[src/rtl/bl_seq_pkg.sv]
// Shared types for the backlight supervisory sequencer.
// Assumes a 2-bit state code visible at the top ports.
package bl_seq_pkg;
    typedef enum logic [1:0] {
        ST_STBY  = 2'd0,
        ST_SOFT  = 2'd1,
        ST_RUN   = 2'd2,
        ST_DISCH = 2'd3
    } seq_state_t;
endpackage

[src/rtl/bl_seq_cnt.sv]
// Interval counter: counts enabled cycles from 0 up to LIMIT-1.
// WRAP=1 returns to 0 after the last value (prescaler use);
// WRAP=0 saturates at the last value.
// Assumes LIMIT >= 1. 'done' is high while the count sits at LIMIT-1.
module bl_seq_cnt #(
    parameter int LIMIT = 4,
    parameter bit WRAP  = 1'b0
) (
    input  logic clk,
    input  logic rst_n,
    input  logic clr,
    input  logic en,
    output logic done
);
    localparam int W = (LIMIT < 2) ? 1 : $clog2(LIMIT);
    localparam logic [W-1:0] LAST = W'(LIMIT - 1);

    logic [W-1:0] cnt;

    // Terminal value flag.
    assign done = (cnt == LAST);

    generate
        if (WRAP) begin : g_wrap
            // Wrapping count for tick generation.
            always_ff @(posedge clk) begin
                if (!rst_n || clr)   cnt <= '0;
                else if (en && done) cnt <= '0;
                else if (en)         cnt <= cnt + 1'b1;
            end
        end else begin : g_sat
            // Saturating count for interval measurement.
            always_ff @(posedge clk) begin
                if (!rst_n || clr)    cnt <= '0;
                else if (en && !done) cnt <= cnt + 1'b1;
            end
        end
    endgenerate

    AST_CNT_RANGE: assert property (@(posedge clk) disable iff (!rst_n)
        cnt <= LAST);
endmodule

[src/rtl/bl_seq_fsm.sv]
// Sequencing state machine with start arming and output decode.
// Assumes all flags are synchronous to clk. Gate, dimming and
// discharge outputs react combinationally to fault flags, so a cut-off
// takes effect in the same cycle. Interval completion comes from
// external counters.
module bl_seq_fsm
    import bl_seq_pkg::*;
(
    input  logic       clk,
    input  logic       rst_n,
    input  logic       sup_ok,
    input  logic       ovp_flag,
    input  logic       scp_flag,
    input  logic       otp_flag,
    input  logic       fb_reached,
    input  logic       stby_in,
    input  logic       dim_in,
    input  logic       ss_done,
    input  logic       tick,
    input  logic       dis_done,
    output seq_state_t state,
    output logic       gate_en,
    output logic       dim_drv,
    output logic       comp_dis,
    output logic       ss_active,
    output logic       ref_en
);
    seq_state_t nxt;
    logic stby_q, arm, fall, hard, drainf, active;

    assign fall   = stby_q && !stby_in;
    assign hard   = scp_flag || !sup_ok;
    assign drainf = ovp_flag || otp_flag || stby_in;
    assign active = (state == ST_SOFT) || (state == ST_RUN);

    // Remember the previous standby level for edge detection.
    always_ff @(posedge clk) begin
        if (!rst_n) stby_q <= 1'b0;
        else        stby_q <= stby_in;
    end

    // Arm a start on a falling standby edge seen in standby.
    always_ff @(posedge clk) begin
        if (!rst_n)                          arm <= 1'b0;
        else if (state != ST_STBY || stby_in) arm <= 1'b0;
        else if (fall)                       arm <= 1'b1;
    end

    // Next-state selection with cut-off priority over drain.
    always_comb begin
        nxt = state;
        unique case (state)
            ST_STBY: if (!stby_in && (arm || fall) && sup_ok && !scp_flag && dim_in)
                         nxt = ST_SOFT;
            ST_SOFT: if (hard)                       nxt = ST_STBY;
                     else if (drainf)                nxt = ST_DISCH;
                     else if (ss_done || fb_reached) nxt = ST_RUN;
            ST_RUN:  if (hard)                       nxt = ST_STBY;
                     else if (drainf)                nxt = ST_DISCH;
            ST_DISCH: if (hard || (tick && dis_done)) nxt = ST_STBY;
            default: nxt = ST_STBY;
        endcase
    end

    // State register.
    always_ff @(posedge clk) begin
        if (!rst_n) state <= ST_STBY;
        else        state <= nxt;
    end

    // Output decode.
    always_comb begin
        gate_en   = active && dim_in && !hard && !drainf;
        dim_drv   = !hard && (((state == ST_DISCH)) || (active && (drainf || dim_in)));
        comp_dis  = (state == ST_STBY) || (state == ST_DISCH) || (active && (hard || drainf));
        ss_active = (state == ST_SOFT);
        ref_en    = !stby_in;
    end

    AST_HARD_CUTOFF: assert property (@(posedge clk) disable iff (!rst_n)
        (state != ST_STBY && hard) |=> state == ST_STBY);

    AST_TIMED_DRAIN: assert property (@(posedge clk) disable iff (!rst_n)
        (active && !hard && drainf) |=> state == ST_DISCH);

    AST_DRAIN_ENTRY: assert property (@(posedge clk) disable iff (!rst_n)
        (state == ST_DISCH && $past(state) != ST_DISCH) |-> ($past(state) == ST_SOFT || $past(state) == ST_RUN));

    AST_START_GUARD: assert property (@(posedge clk) disable iff (!rst_n)
        (state == ST_SOFT && $past(state) == ST_STBY) |-> $past(sup_ok && dim_in && !stby_in && !scp_flag));

    AST_STBY_HOLD: assert property (@(posedge clk) disable iff (!rst_n)
        (state == ST_STBY && stby_in) |=> state == ST_STBY);
endmodule

[src/rtl/bl_seq_top.sv]
// Backlight converter supervisory sequencer, top level.
// Instantiates the state machine, the soft-start counter, the drain
// tick prescaler and the drain tick counter. The drain lasts
// DISCH_TICKS*TICK_DIV cycles; soft start lasts SS_CYCLES cycles.
module bl_seq_top
    import bl_seq_pkg::*;
#(
    parameter int SS_CYCLES   = 4096,
    parameter int TICK_DIV    = 125000,
    parameter int DISCH_TICKS = 50
) (
    input  logic       clk,
    input  logic       rst_n,
    input  logic       sup_ok,
    input  logic       ovp_flag,
    input  logic       scp_flag,
    input  logic       otp_flag,
    input  logic       fb_reached,
    input  logic       stby_in,
    input  logic       dim_in,
    output logic       gate_en,
    output logic       dim_drv,
    output logic       comp_dis,
    output logic       ss_active,
    output logic       ref_en,
    output logic [1:0] state_code
);
    seq_state_t state;
    logic ss_done, tick, dis_done;

    // Soft-start interval, cleared outside soft start.
    bl_seq_cnt #(.LIMIT(SS_CYCLES), .WRAP(1'b0)) u_ss_cnt (
        .clk(clk), .rst_n(rst_n), .clr(state != ST_SOFT), .en(1'b1), .done(ss_done));

    // Tick prescaler, restarted on drain entry.
    bl_seq_cnt #(.LIMIT(TICK_DIV), .WRAP(1'b1)) u_tick_pre (
        .clk(clk), .rst_n(rst_n), .clr(state != ST_DISCH), .en(1'b1), .done(tick));

    // Drain length in ticks.
    bl_seq_cnt #(.LIMIT(DISCH_TICKS), .WRAP(1'b0)) u_dis_cnt (
        .clk(clk), .rst_n(rst_n), .clr(state != ST_DISCH), .en(tick), .done(dis_done));

    bl_seq_fsm u_fsm (
        .clk(clk), .rst_n(rst_n), .sup_ok(sup_ok), .ovp_flag(ovp_flag),
        .scp_flag(scp_flag), .otp_flag(otp_flag), .fb_reached(fb_reached),
        .stby_in(stby_in), .dim_in(dim_in), .ss_done(ss_done), .tick(tick),
        .dis_done(dis_done), .state(state), .gate_en(gate_en), .dim_drv(dim_drv),
        .comp_dis(comp_dis), .ss_active(ss_active), .ref_en(ref_en));

    assign state_code = state;
endmodule

[config.mk]
export PLATFORM = sky130hd
export DESIGN_NAME = bl_seq_top
export DESIGN_NICKNAME = d
export VERILOG_FILES = /design/src/rtl/bl_seq_pkg.sv /design/src/rtl/bl_seq_cnt.sv /design/src/rtl/bl_seq_fsm.sv /design/src/rtl/bl_seq_top.sv
export SDC_FILE = /design/constraint.sdc
export NUM_CORES = 1
export LEC_CHECK = 0
export CAP_MARGIN = 20
export CORE_UTILIZATION = 55
export DETAILED_ROUTE_END_ITERATION = 8
export MAX_ROUTING_LAYER = met4
export PLACE_DENSITY = 0.77
export SYNTH_ARGS = -nofsm -noshare
export SYNTH_HDL_FRONTEND = slang
export SYNTH_SLANG_ARGS = --single-unit
[constraint.sdc]
create_clock -name clk -period 2.5 [get_ports clk]
set_input_delay 0.5 -clock clk [delete_from_list [all_inputs] [get_ports clk]]
set_output_delay 0.5 -clock clk [all_outputs]
set_load 0.05 [all_outputs]
==> flow_metrics.tcl <==
set metrics [dict create \
    setup-tns-final_ps 0 \
    antennaDiodeCount 0 \
    drt_iter0_drc 73 \
    synth_nets 237 \
    finalCritPeriodShare 0.950 \
    rows 21 \
    drc 0 \
    initial_core_util 0.571 \
    synth_area_per_cell_um2 8.66 \
    slowest_delay_ps 450 \
    worstSetupEndpointType "output port" \
    ys_seq_area_frac 0.410 \
    required_ps 2000 \
    worstMarginPinSlew_ps 507 \
    grt-ovfl-total 0 \
    path_cells "clkdlybuf4s50_1 -> or3_1 -> nor2_1 -> nand2_1 -> nor2_2 -> buf_12" \
    synth-edff-count 0 \
    antenna_found_initial 0 \
    slowest_stage "or3_1" \
    place.gp.congestion 0.777 \
    peakVddDrop_v 0.000299 \
    cap_violations 0 \
    place_ws_ps 111 \
    status "finished clean" \
    setup_viol 0 \
    multiInputGateArea_um2 1070 \
    finalHoldViolCount 0 \
    vias 1552 \
    start_kind "primary input" \
    grt_max_degree 17 \
    arrival_ps 1880 \
    post_cts_buffers 0 \
    yosys-top-cells-count "dfxtp_1 (39), nor2_1 (37), nand2_1 (15), xor2_1 (12)" \
    die_height_um 60.8 \
    path_max_fanout 5 \
    async_flop_share 0 \
    numCtsBuffers 5 \
    period_minus_slack_ps 2380 \
    wl_um 3370 \
    synthCells 220 \
    fin_util 0.650 \
    syn-cell-area_um2 1900 \
    powerDensity_nw_per_um2 476 \
    ys_seq_elements 39 \
    fillers 308 \
    fin_nets 258 \
    cts_tree "built" \
    drv_slew 0 \
    wl_per_cell_um 11.7 \
    max_freq_mhz 421 \
    area_growth_pct 13.9 \
    track_usage 0.201 \
    yosysTopAreaCell "dfxtp_1" \
    viasPerCell 5.39 \
    clock_latency_ps 340 \
    cts-root-buf "clkbuf_4" \
    crit_type "in2out" \
    dr.pass1.iters 4 \
    dieArea_um2 3700 \
    pin_count 16 \
    rsz0062_at_grt "no" \
    synth_most_common_cell "dfxtp_1" \
    synth.area.top_cells "dfxtp_1 (41%), nor2_1 (7.3%), xor2_1 (5.5%)" \
    grt_pass1_vias 1248 \
    htreeDepth 2 \
    synth_ff_type "dfxtp_1" \
    path_clk_slew_ps 110 \
    grt_first_pass_wirelength_um 5280 \
    ant_nets 0 \
    yosysWarnings 0 \
    cts_hold_buf 0 \
    clock_sinks 39 \
    register_area_um2 781 \
    postCtsResizedCells 0 \
    path_buf_inv 2 \
    port_buffers 15 \
    core_area_um2 3340 \
    setup_slack_ps 125 \
    leakage_nw 0.745 \
    layout-drive-gt1-share 0.0826 \
    skew_ps 11.0 \
    hold_class "reg2reg" \
    hpwlAfterDp_um 2520 \
    clockBufferDepth 2 \
    die_x_um 60.8 \
    synth_top_area_share 0.410 \
    maxSlewHeadroom 0.661 \
    synthDistinctLibCells 38 \
    path_delay_family "simple AND/OR/NAND/NOR gates" \
]
## kinds of logic after synthesis
kind of cell / count (synthesis) / synth area share
AND/OR/NAND/NOR: 108 / 0.306
AO/OA/AOI/OAI: 25 / 0.0815
flip-flops: 39 / 0.410
XOR/XNOR: 23 / 0.106
adder cells (fa/ha/maj): 8 / 0.0526
multiplexers: 3 / 0.0158
buffers and inverters: 14 / 0.0283
## metal layers
metal  share of wire  vias up  wire [µm]  track usage
met5               0        -          0            -
li1                -      814          -            -
met1            0.51      713       1730        0.243
met3           0.044        2        150       0.0682
met4          0.0044        0         15       0.0584
met2            0.44       23       1480        0.316
## where the power goes
part / internal [mW] / total, mW / switching (mW)
clock network: 0.110 / 0.310 / 0.200
registers: 0.626 / 0.631 / 0.00454
logic: 0.0394 / 0.0926 / 0.0532
total: 0.775 / 1.03 / 0.258
## through the flow
step | std cells | cell area, µm² | hold slack (ps) | power [mW]
after global routing | 288 | 2170 | 504 | 1.09
after CTS | 288 | 2170 | 488 | 1.05
after global placement | 280 | 2120 | 439 | 0.737
final | 288 | 2170 | 485 | 1.03
after floorplan | 220 | 1910 | 426 | 0.703
after detailed placement | 280 | 2120 | 461 | 0.739
## path summary, 6_finish.rpt
kind / from / cells past startpoint / endpoint / slack (ps)
worst min register to register: u_tick_pre.cnt[0] / 1 / u_tick_pre.cnt[0] / 480
worst min-delay path: u_tick_pre.cnt[0] / 1 / u_tick_pre.cnt[0] / 480
worst max register to register: u_tick_pre.cnt[0] / 6 / u_dis_cnt.cnt[5] / 320
worst max-delay path: stby_in / 6 / gate_en / 120
## worst register-to-register path, cell delays in order (launching register included)
cell	delay, ps
dfxtp_1	400
ha_1	250
nand3_1	210
nor4_4	380
nand3_2	230
or4_1	510
a21oi_1	150
## flip-flops by register name, indices dropped and copies added (netlist names)
name            flops
u_fsm.stby_q        1
u_ss_cnt.cnt       12
u_dis_cnt.cnt       6
u_fsm.state         2
u_tick_pre.cnt     17
u_fsm.arm           1
## layout by cell type, fill, tap and decap left out, drive strengths merged, types with 9 or more instances in the layout
| cell | count |
|---|---|
| nand3 | 11 |
| nor2 | 37 |
| xnor2 | 11 |
| and3 | 9 |
| clkdlybuf4s50 | 11 |
| xor2 | 12 |
| nand2 | 15 |
| inv | 11 |
| dfxtp | 39 |
| a21oi | 10 |
## final cells by class
| cell class | count | share of cell area |
|---|---|---|
| clock buffer | 7 | 0.0208 |
| clock inverter | 1 | 0.00231 |
| inverter | 11 | 0.0190 |
| multi-input combinational | 167 | 0.494 |
| sequential | 39 | 0.360 |
| tap | 46 | 0.0265 |
| timing repair buffer | 17 | 0.0773 |
(Power assumes the default switching activity.)
